--- config.mk ---
export PLATFORM = sky130hd
export DESIGN_NAME = validated_output_latch
export DESIGN_NICKNAME = d
export VERILOG_FILES = /design/src/rtl/vol_pkg.sv /design/src/rtl/vol_ctrl.sv /design/src/rtl/vol_datapath.sv /design/src/rtl/validated_output_latch.sv
export SDC_FILE = /design/constraint.sdc
export NUM_CORES = 1
export LEC_CHECK = 0
export BUFFER_PORTS_ARGS = -buffer_cell sky130_fd_sc_hd__buf_2
export CAP_MARGIN = 20
export CORE_ASPECT_RATIO = 1.75
export CORE_MARGIN = 4
export CORE_UTILIZATION = 36
export DETAILED_ROUTE_END_ITERATION = 7
export PLACE_DENSITY = 0.72
export SYNTH_ARGS = -nofsm -noshare
export SYNTH_HDL_FRONTEND = slang
export SYNTH_SLANG_ARGS = --single-unit
--- constraint.sdc ---
create_clock -name clk -period 3.45 [get_ports clk]
set_input_delay 0.345 -clock clk [delete_from_list [all_inputs] [get_ports clk]]
set_output_delay 0.345 -clock clk [all_outputs]
set_load 0.02 [all_outputs]
--- src/rtl/vol_pkg.sv ---
package vol_pkg;
  typedef struct packed {
    logic commit;   // copy holding bank into output bank this edge
    logic wordHit;  // a mapped word is being written this cycle
  } volStb_t;
endpackage

--- src/rtl/vol_ctrl.sv ---
module vol_ctrl
  import vol_pkg::*;
#(
  parameter int ADDR_W  = 4,
  parameter int NUM_OUT = 4
) (
  input  logic               clk,
  input  logic               rstN,
  input  logic               wrEn,
  input  logic [ADDR_W-1:0]  wrAddr,
  input  logic               blockGood,
  input  logic               wordErr,
  output volStb_t            stb,
  output logic [NUM_OUT-1:0] ldSel
);
  logic msgValid;
  logic msgOpen;

  for (genvar i = 0; i < NUM_OUT; i++) begin : g_dec
    assign ldSel[i] = wrEn && (int'(wrAddr) == i);
  end

  assign stb.wordHit = |ldSel;
  assign stb.commit  = blockGood && msgValid && !wordErr;

  always_ff @(posedge clk) begin
    if (!rstN) begin
      msgValid <= 1'b0;
      msgOpen  <= 1'b0;
    end else if (blockGood) begin
      msgValid <= 1'b0;
      msgOpen  <= 1'b0;
    end else begin
      if (stb.wordHit && !msgOpen) begin
        msgOpen  <= 1'b1;
        msgValid <= 1'b1;
      end
      if (wordErr) begin
        msgOpen  <= 1'b1;
        msgValid <= 1'b0;
      end
    end
  end

  p_sel_onehot_r2: assert property (@(posedge clk) disable iff (!rstN)
    $onehot0(ldSel));
  p_unmapped_r3: assert property (@(posedge clk) disable iff (!rstN)
    (wrEn && int'(wrAddr) >= NUM_OUT) |-> (ldSel == '0));
  p_err_blocks_r6: assert property (@(posedge clk) disable iff (!rstN)
    wordErr |=> !stb.commit);
  p_close_clears_r8: assert property (@(posedge clk) disable iff (!rstN)
    blockGood |=> !stb.commit);
endmodule

--- src/rtl/vol_datapath.sv ---
module vol_datapath
  import vol_pkg::*;
#(
  parameter int ADDR_W  = 4,
  parameter int DATA_W  = 16,
  parameter int NUM_OUT = 4,
  parameter int NUM_IN  = 4
) (
  input  logic                      clk,
  input  logic                      rstN,
  input  volStb_t                   stb,
  input  logic [NUM_OUT-1:0]        ldSel,
  input  logic [DATA_W-1:0]         wrData,
  input  logic                      rdEn,
  input  logic [ADDR_W-1:0]         rdAddr,
  input  logic [NUM_IN*DATA_W-1:0]  discIn,
  output logic [DATA_W-1:0]         rdData,
  output logic                      rdOe,
  output logic [NUM_OUT*DATA_W-1:0] discOut
);
  localparam int FLAT_W = NUM_OUT * DATA_W;

  logic [FLAT_W-1:0] holdFlat;
  logic [FLAT_W-1:0] outFlat;

  for (genvar i = 0; i < NUM_OUT; i++) begin : g_word
    logic [DATA_W-1:0] holdReg;
    logic [DATA_W-1:0] outReg;

    always_ff @(posedge clk) begin
      if (!rstN)          holdReg <= '0;
      else if (ldSel[i])  holdReg <= wrData;
    end

    always_ff @(posedge clk) begin
      if (!rstN)          outReg <= '0;
      else if (stb.commit) outReg <= holdReg;
    end

    assign holdFlat[i*DATA_W +: DATA_W] = holdReg;
    assign outFlat[i*DATA_W +: DATA_W]  = outReg;
  end

  assign discOut = outFlat;

  always_comb begin
    rdOe   = rdEn && (int'(rdAddr) < NUM_IN);
    rdData = '0;
    for (int i = 0; i < NUM_IN; i++) begin
      if (rdOe && int'(rdAddr) == i) rdData = discIn[i*DATA_W +: DATA_W];
    end
  end

  p_out_stable_r4: assert property (@(posedge clk) disable iff (!rstN)
    !stb.commit |=> $stable(outFlat));
  p_commit_copy_r5: assert property (@(posedge clk) disable iff (!rstN)
    stb.commit |=> (outFlat == $past(holdFlat)));
  p_read_quiet_r10: assert property (@(posedge clk) disable iff (!rstN)
    !rdEn |-> (!rdOe && rdData == '0));
endmodule

--- src/rtl/validated_output_latch.sv ---
module validated_output_latch
  import vol_pkg::*;
#(
  parameter int ADDR_W  = 4,
  parameter int DATA_W  = 16,
  parameter int NUM_OUT = 4,
  parameter int NUM_IN  = 4
) (
  input  logic                      clk,
  input  logic                      rstN,
  input  logic                      wrEn,
  input  logic [ADDR_W-1:0]         wrAddr,
  input  logic [DATA_W-1:0]         wrData,
  input  logic                      blockGood,
  input  logic                      wordErr,
  input  logic                      rdEn,
  input  logic [ADDR_W-1:0]         rdAddr,
  input  logic [NUM_IN*DATA_W-1:0]  discIn,
  output logic [DATA_W-1:0]         rdData,
  output logic                      rdOe,
  output logic [NUM_OUT*DATA_W-1:0] discOut
);
  volStb_t            stb;
  logic [NUM_OUT-1:0] ldSel;

  vol_ctrl #(.ADDR_W(ADDR_W), .NUM_OUT(NUM_OUT)) u_ctrl (
    .clk(clk), .rstN(rstN), .wrEn(wrEn), .wrAddr(wrAddr),
    .blockGood(blockGood), .wordErr(wordErr), .stb(stb), .ldSel(ldSel)
  );

  vol_datapath #(.ADDR_W(ADDR_W), .DATA_W(DATA_W), .NUM_OUT(NUM_OUT),
                 .NUM_IN(NUM_IN)) u_dp (
    .clk(clk), .rstN(rstN), .stb(stb), .ldSel(ldSel), .wrData(wrData),
    .rdEn(rdEn), .rdAddr(rdAddr), .discIn(discIn), .rdData(rdData),
    .rdOe(rdOe), .discOut(discOut)
  );
endmodule

# ---- Word level (Yosys, flattened, before mapping)
# Index checks and enable logic that the tools add are counted.
dict set report op_classes {
  n_lt_le_gt_ge 1
  n_mux 6
  bitwise_logic 1
  reduce_logical 20
  eq_ne 6
}
# cell count
set op_table {}
lappend op_table {{$mux 16} 4}
lappend op_table {{$eq 4x3->1 const B} 4}
lappend op_table {{$logic_and 1x1->1} 12}
lappend op_table {{$eq 4x2->1 const B} 2}
lappend op_table {{$logic_not 4->1} 2}
lappend op_table {{$lt 4x3->1 const B} 1}
lappend op_table {{$reduce_or 4->1} 1}
lappend op_table {{$reduce_or 3->1} 1}
lappend op_table {{$logic_not 1->1} 2}
lappend op_table {{$mux 1} 2}
lappend op_table {{$reduce_bool 2->1} 1}
lappend op_table {{$reduce_or 2->1} 1}
lappend op_table {{$not 1->1} 1}
dict set report word_totals {
  input_bits 94
  word_cells 44
  regBits 130
}

# ---- Depth between registers and ports, before layout
# Gate-level depths: netlist (run 1).
dict set report logic_depth {
  word_depth 7
  mapped_depth 5
}

# ---- Cells and area by module
# A second synthesis (run 1) with hierarchy kept.
dict set report hier_totals {
  hier_cells 486
  hier_area_um2 5398.9
}
# module seq_area_each_um2 area_per_inst_um2 cells_per_inst n_inst
set modules_own_cells {}
lappend modules_own_cells {vol_datapath 2562.5 5273.8 472 1}
lappend modules_own_cells {vol_ctrl 40.0 125.1 14 1}

# ---- Least setup slack after synthesis (run 1)
# No wires, ideal clock.
dict set report synth_path {
  path_kind {input port to output port}
  startpoint {in rdAddr[0]}
  endpoint {out rdData[0]}
  t_arrival_ns 1.385
  cell_stages 4
  slack_ns 1.720
  n_path_buf 2
  path_cell_list {buf_6 buf_6 mux4_2 and3_1}
}
dict set report synth_via {
  elab_chain_cells 7
}
# item line
set synth_lines {}
lappend synth_lines {{from (decl)} validated_output_latch.sv:17} ;# input logic [ADDR_W-1:0] rdAddr,
lappend synth_lines {{$lt 4x3->1} vol_datapath.sv:47} ;# rdOe = rdEn && (int'(rdAddr) < NUM_IN);
lappend synth_lines {{$logic_and 1x1->1} vol_datapath.sv:47}
lappend synth_lines {{$logic_and 1x1->1} vol_datapath.sv:50} ;# if (rdOe && int'(rdAddr) == i) rdData = discIn[i*DATA_W +: DATA_W];
lappend synth_lines {{$mux 16 (3 in a row)} vol_datapath.sv:50}
lappend synth_lines {{$mux 16 *} vol_datapath.sv:50}
lappend synth_lines {{to (decl)} validated_output_latch.sv:19} ;# output logic [DATA_W-1:0] rdData,
# Every way passes the cells marked *; elsewhere a longest branch is shown, timed or not.

# ---- Worst setup path after layout (run 1)
dict set report layout_path {
  startpoint {in rdAddr[0]}
  endpoint {out rdData[1]}
}
# Same word-level chain as after synthesis.

==> metrics.md, run 1 <==
| Metric | Value |
|---|---|
| Skew final | between 10 and 15 ps |
| Placed cell area | 0.006260 mm2 |
| Pin count of the biggest net entering global routing | 75 |
| Startpoint type of the worst setup path | input pin |
| Top layer in use | met4 |
| Final period util | 59.99% |
| Total GRT Usage | 17.72% |
| DRT Pass-1 Iters | 4 |
| Final HPWL DP | between 10000 and 15000 um |
| Flop and latch count out of synthesis | 130 |
| WL final | 14740 um |
| Worst vdd ir | about 280 uV |
| Die Y | 169.0 um |
| Number of enable flip-flop cells after synthesis | 0 |
| Top Ports | 175 |
| Actual slew at the worst max-slew pin | 821.8 ps |
| RSZ-0062 raised after global routing | no |
| CP max-delay cell | mux4_2 |
| Net Switching | 774.5 uW |
| Port bufs | between 150 and 200 |
| Clock Root Buffer | clkbuf_16 |
| Hold Crit Class | in -> reg |
| Largest area contributor in the netlist | dfxtp_1 |
| Post-CTS Hold Buffers | 0 |
| Endpoints failing setup | 0 |
| CP Max Fanout | 16 |
| Antenna viol nets, final | 0 |
| Cells after synthesis | 556 |
| Clock power frac | 50.0% |
| Syn nets | 650 |
| Routed wl met3 | 976 um |
| Hold Fails Final Rpt | 0 |
| Critical path arrival | 1720 ps |
| Die X | 100.0 um |
| Pleak | 3.045 nW |
| Synth top cells by count | 209 x nand2_1, 130 x dfxtp_1, 64 x a21boi_0, 64 x mux2i_1, 20 x buf_2 |
| Initial Util | between 30% and 40% |
| Final worst slack | 1380 ps |
| Status | completed |
| Post-synthesis sequential area ratio | between 40% and 50% |
| Area of the die | 0.01691 mm2 |
| Avg Cell Area, Syn | 9.596 um2 |
| Ys async rst share | 0% |
| Synth top area share | 48.78% |
| Net Sw Frac | roughly 22% |
| CTS tree | yes |
| Critical path class | in -> out |
| First-pass GRT wire length | 22880 um |
| Max Slew Vio Count | 0 |
| CTS sink count | 130 |
| Area delta synth->final | 28.10% |
| Met1 WL | 5251 um |
| Fin crit period | 2070 ps |
| Critical Path End Type | primary output |
| Routed vias/inst | 4.836 |
| Drc violations | 0 |
| Max incr delay on CP | 570 ps |
| Skew-Pair Late Insertion Delay | 410 ps |
| Setup slack at placement | 1375 ps |
| Cell variety after synth | 23 |
| Internal power | approximately 2.7 mW |
| Slew margin rel. | 45.01% |
| Layout cell share with drive strength beyond 1 | approximately a third |
| TritonCTS Buffers | 17 |
| Vias in the first global route | 4538 |
| CTS-repair resized insts | 0 |
| Synth area leaders | dfxtp_1 49%, nand2_1 15%, mux2i_1 12% |
| Gpl congestion | 0.8622 |
| TNS Setup | 0 ps |
| GRT Residual Overflow | 0 |
| Combinational Power Share | 6.1% |
| CP Cell Sequence | buf_2 -> mux4_2 -> and3_1 -> buf_2 |
| Bufs on Longest Clock Path | 2 |
| H-tree depth | 4 |
| Routed len/inst | 16.24 um |
| Max cap viols | 0 |
| Clk slew on worst S/H paths | 60 ps |
| Pwr per Cell Area | between 500 and 600 mW/mm2 |
| # nets final | 808 |
| Core ar. | 0.01444 mm2 |
| Most frequent CP cell | buf_2 |
| Postcts setup bufs | 0 |
| Synth Flop Type | dfxtp_1 |
| YS warnings | 0 |
| Initial antenna violation count | 1 |
| CP required | 3110 ps |
| F_max | slightly below 500 MHz |
| Sequential Power Share | 43.9% |
| Netlist Area Pre-Place | 0.005335 mm2 |
| Post-route cell area | 0.006834 mm2 |
| Most numerous cell in the Yosys netlist | nand2_1 |
| FP Rows | 58 |
| 1st-iter DRT viols | 194 |
| Final core occ | 47.32% |
| Met2 WL post-DR | about 8000 um |
| Vias | 4391 |
[sequential cells by signal, summed over array words and instances (netlist names)]
register / flops
u_dp.g_word.holdReg: 64
u_dp.g_word.outReg: 64
u_ctrl.msgOpen: 1
u_ctrl.msgValid: 1
[final cells by class]
type / count / area [um2]
fill: 1404 / 7607
sequential: 130 / 2603
multi-input combinational: 381 / 2479
timing repair buffer: 182 / 945.9
clock buffer: 21 / 440.4
tap: 180 / 225.2
clock inverter: 11 / 131.4
inverter: 2 / 7.507
antenna: 1 / 2.502
[path summary, 6_finish.rpt]
kind | startpoint | to | slack (ps) | cells after the start
max reg2reg | u_ctrl.msgValid$_SDFFE_PP0P_ | u_dp.g_word[3].outReg[7]$_SDFFE_PN0P_ | 1770 | 4
max | rdAddr[0] | rdData[1] | 1380 | 4
min reg2reg | u_dp.g_word[0].outReg[10]$_SDFFE_PN0P_ | u_dp.g_word[0].outReg[10]$_SDFFE_PN0P_ | 450 | 2
min | wordErr | u_ctrl.msgValid$_SDFFE_PP0P_ | 130 | 2
[power groups by stage]
stage                     Sequential, mW  Clock (mW)  Combinational (mW)
after floorplan                     1.55           0               0.121
after global placement              1.55           0               0.211
after detailed placement            1.55           0               0.213
after CTS                           1.52        1.77               0.213
after global routing                1.52        1.83               0.227
final                               1.52        1.73               0.211
[metrics by stage]
stage                     instances  hold WS, ps  total power [mW]
after global routing            908        123.0             3.579
after global placement          875        443.1             1.761
after CTS                       907        114.0             3.497
final                           908        128.2             3.456
after detailed placement        875        448.2             1.763
after floorplan                 556        421.1             1.670
[metal layers]
metal / vias to the layer above / global-route usage, %
met5: - / 0
met4: 0 / 8.094
met3: 24 / 4.536
met2: 164 / 33.21
met1: 2031 / 17.95
li1: 2172 / -
[logic make-up after synthesis]
| group | synth area share, % |
|---|---|
| simple gates | 18.46 |
| mux | 18.76 |
| flops | 48.78 |
| compound gates | 9.099 |
| buf+inv | 4.902 |
[critical path: cells and delay by family]
kind                   cells  cell delay (ps)
and+or+nand+nor            1              210
muxes                      1              570
buffers and inverters      2              590
[cell usage in the layout, fill, tap and decap left out, types with 3 or more instances in the layout]
cell	n
nand2_1	209
buf_2	173
dfxtp_1	130
mux2i_1	64
a21boi_0	64
clkbuf_16	17
mux4_2	16
and3_1	16
buf_4	8
clkbuf_1	4
clkinv_4	4
clkinvlp_4	3
No activity file was read; power rests on OpenSTA's default activity.
==> run 2: changes to the inputs <==
--- a/config.mk
+++ b/config.mk
@@ -11,7 +11,7 @@
 export CORE_MARGIN = 4
 export CORE_UTILIZATION = 36
 export DETAILED_ROUTE_END_ITERATION = 7
-export PLACE_DENSITY = 0.72
+export PLACE_DENSITY = 0.74
 export SYNTH_ARGS = -nofsm -noshare
 export SYNTH_HDL_FRONTEND = slang
 export SYNTH_SLANG_ARGS = --single-unit
==> constraint.sdc (replaced) <==
create_clock -name clk -period 1.7 [get_ports clk]
set_input_delay 0.17 -clock clk [delete_from_list [all_inputs] [get_ports clk]]
set_output_delay 0.17 -clock clk [all_outputs]
set_load 0.02 [all_outputs]
==> run 2 against run 1 <==
Clock power grew 110%. Highest routed layer unchanged. Sequential power grew 100%. Clock skew shrank 4.9 ps. Flip-flop and latch count is the same. Combinational power grew 110%.
==> metrics.md, run 2 (synthesis gave the netlist of run 1 again) <==
| Metric | Value |
|---|---|
| Max Slew Vio Count | 0 (unchanged) |
| CP Cell Sequence | buf_2 -> buf_12 -> mux4_2 -> and3_1 -> buf_2 (was buf_2 -> mux4_2 -> and3_1 -> buf_2) |
| Initial antenna violation count | 1 (unchanged) |
| Clock Root Buffer | clkbuf_16 (unchanged) |
| Actual slew at the worst max-slew pin | 385.5 ps (was 821.8 ps) |
| Startpoint type of the worst setup path | input pin (unchanged) |
| CP max-delay cell | mux4_2 (unchanged) |
| Critical path class | in -> out (unchanged) |
| Status | completed (unchanged) |
| Routed vias/inst | 4.867 (was 4.836) |
| GRT Residual Overflow | 0 (unchanged) |
| Hold Crit Class | in -> reg (unchanged) |
| CTS-repair resized insts | 0 (unchanged) |
| Clock power frac | 51.3% (was 50.0%) |
| Pleak | 3.133 nW (was 3.045 nW) |
| Endpoints failing setup | 0 (unchanged) |
| CTS sink count | 130 (unchanged) |
| Max cap viols | 0 (unchanged) |
| Drc violations | 0 (unchanged) |
| Initial Util | 36.94% (unchanged) |
| Vias in the first global route | 4494 (was 4538) |
| Commonest cells after routing, fill and taps aside | 209 x nand2_1, 173 x buf_2, 130 x dfxtp_1, 64 x mux2i_1, 64 x a21boi_0 (unchanged) |
| Final period util | 86.46% |
| First-pass GRT wire length | 23080 um (was 22880 um) |
| Port bufs | 174 (unchanged) |
| Final Non-Filler Cells | 916 (was 908) |
| Sequential Power Share | 42.6% (was 43.9%) |
| Placed cell area | 0.006385 mm2 (was 0.006260 mm2) |
| Antenna viol nets, final | 0 (unchanged) |
| Fin crit period | 1470 ps |
| Die Y | 169.0 um (unchanged) |
| Post-CTS Hold Buffers | 3 (was 0) |
| CP required | 1530 ps (was 3110 ps) |
| Bufs on Longest Clock Path | 2 (unchanged) |
| Reg2reg start | u_ctrl.msgOpen$_SDFFE_PP0P_ (was u_ctrl.msgValid$_SDFFE_PP0P_) |
| Top Ports | 175 (unchanged) |
| Area of the die | 0.01691 mm2 (unchanged) |
| Final HPWL DP | 11090 um (was 11120 um) |
| CP Max Fanout | 16 (unchanged) |
| Total GRT Usage | 17.74% (was 17.72%) |
| Routed len/inst | 16.48 um (was 16.24 um) |
| Internal power | 5.621 mW (was 2.681 mW) |
| Gpl congestion | 0.7711 (was 0.8622) |
| CTS tree | yes (unchanged) |
| Skew-Pair Late Insertion Delay | 400 ps (was 410 ps) |
| Clk slew on worst S/H paths | 60 ps (about the same) |
| Net Sw Frac | 22.26% (was 22.41%) |
| Critical Path End Type | primary output (unchanged) |
| Critical path arrival | 1300 ps (was 1720 ps) |
| Dpl cells | 880 (was 875) |
| Hold wc startpoint | wrData[15] (was wordErr) |
| FP Rows | 58 (unchanged) |
| 1st-iter DRT viols | 159 (was 194) |
| Postcts setup bufs | 0 (unchanged) |
| Slew margin rel. | 74.30% (was 45.01%) |
| Post-route cell area | 0.007025 mm2 (was 0.006834 mm2) |
| TritonCTS Buffers | 17 (unchanged) |
| Die X | 100.0 um (unchanged) |
| Most frequent CP cell | buf_2 (unchanged) |
| Hold Fails Final Rpt | 0 (unchanged) |
| TNS Setup | 0 ps (unchanged) |
| # nets final | 816 (was 808) |
| WL final | 15100 um (was 14740 um) |
| Combinational Power Share | 6.1% (about the same) |
| Pwr per Cell Area | 1029 mW/mm2 (was 505.7 mW/mm2) |
| Hold depth | 3 (was 2) |
| H-tree depth | 4 (unchanged) |
| Pin count of the biggest net entering global routing | 65 (was 75) |
| Skew final | 5.738 ps (was 10.69 ps) |
| Core ar. | 0.01444 mm2 (unchanged) |
| Most common cell after layout, fill and taps aside | nand2_1 (unchanged) |
| Worst vdd ir | 750.3 uV (was 279.0 uV) |
| Vias | 4458 (was 4391) |
| Biggest regs | u_dp.g_word.holdReg x64, u_dp.g_word.outReg x64 (unchanged) |
| Area delta synth->final | 31.68% (was 28.10%) |
| R2R cell count | 4 (unchanged) |
| RSZ-0062 raised after global routing | no (unchanged) |
| Layout cell share with drive strength beyond 1 | 32.52% (was 31.77%) |
| DRT Pass-1 Iters | 6 (was 4) |
| Crit path from | rdAddr[0] (unchanged) |
| Net Switching | 1.609 mW (was 774.5 uW) |
| F_max | approximately 680 MHz |
| Max incr delay on CP | 510 ps (was 570 ps) |
## run 2: cell type report
type / count / area (um2)
sequential: 130 / 2603
inverter: 2 / 7.507
tap: 180 / 225.2
fill: 1388 / 7416
clock buffer: 18 / 429.2
multi-input combinational: 381 / 2479
antenna: 1 / 2.502
timing repair buffer: 190 / 1101
clock inverter: 14 / 178.9
## run 2: path summary, 6_finish.rpt
check	end	slack (ps)
setup / recovery	rdData[5]	230
hold / removal	u_dp.g_word[3].holdReg[15]$_SDFFE_PN0P_	120
setup reg to reg	u_ctrl.msgValid$_SDFFE_PP0P_	350
hold reg to reg	u_dp.g_word[1].outReg[8]$_SDFFE_PN0P_	460
## run 2: power by group through the flow
| stage | sequential (mW) | clock [mW] | combinational [mW] |
|---|---|---|---|
| 2_1_floorplan | 3.14 | 0 | 0.246 |
| 3_3_place_gp | 3.14 | 0 | 0.434 |
| 3_5_place_dp | 3.15 | 0 | 0.445 |
| 4_1_cts | 3.08 | 3.80 | 0.450 |
| 5_1_grt | 3.08 | 3.93 | 0.480 |
| 6_report | 3.08 | 3.71 | 0.443 |
## run 2: routing by layer
layer / GRT usage [%] / routed length (um) / vias up
met3: 3.835 / 1118 / 30
met4: 10.32 / 578 / 0
met1: 17.73 / 5386 / 2077
met5: 0 / 0 / -
li1: - / - / 2184
met2: 32.92 / 8012 / 167
## run 2: worst max-delay path: cells and delay by family
| kind | cells | cell delay (ps) |
|---|---|---|
| simple gates | 1 | 190 |
| buf+inv | 3 | 420 |
| mux | 1 | 510 |
## run 2: metrics by stage
stage	hold slack [ps]	total power [mW]	utilization, %	setup WS (ps)
after floorplan	246.1	3.389	-	320.5
after global placement	379.7	3.578	44.21	249.8
after detailed placement	389.6	3.590	44.21	221.2
after CTS	109.9	7.325	48.63	220.7
after global routing	142.3	7.488	48.65	168.7
final	115.3	7.230	48.65	230.1
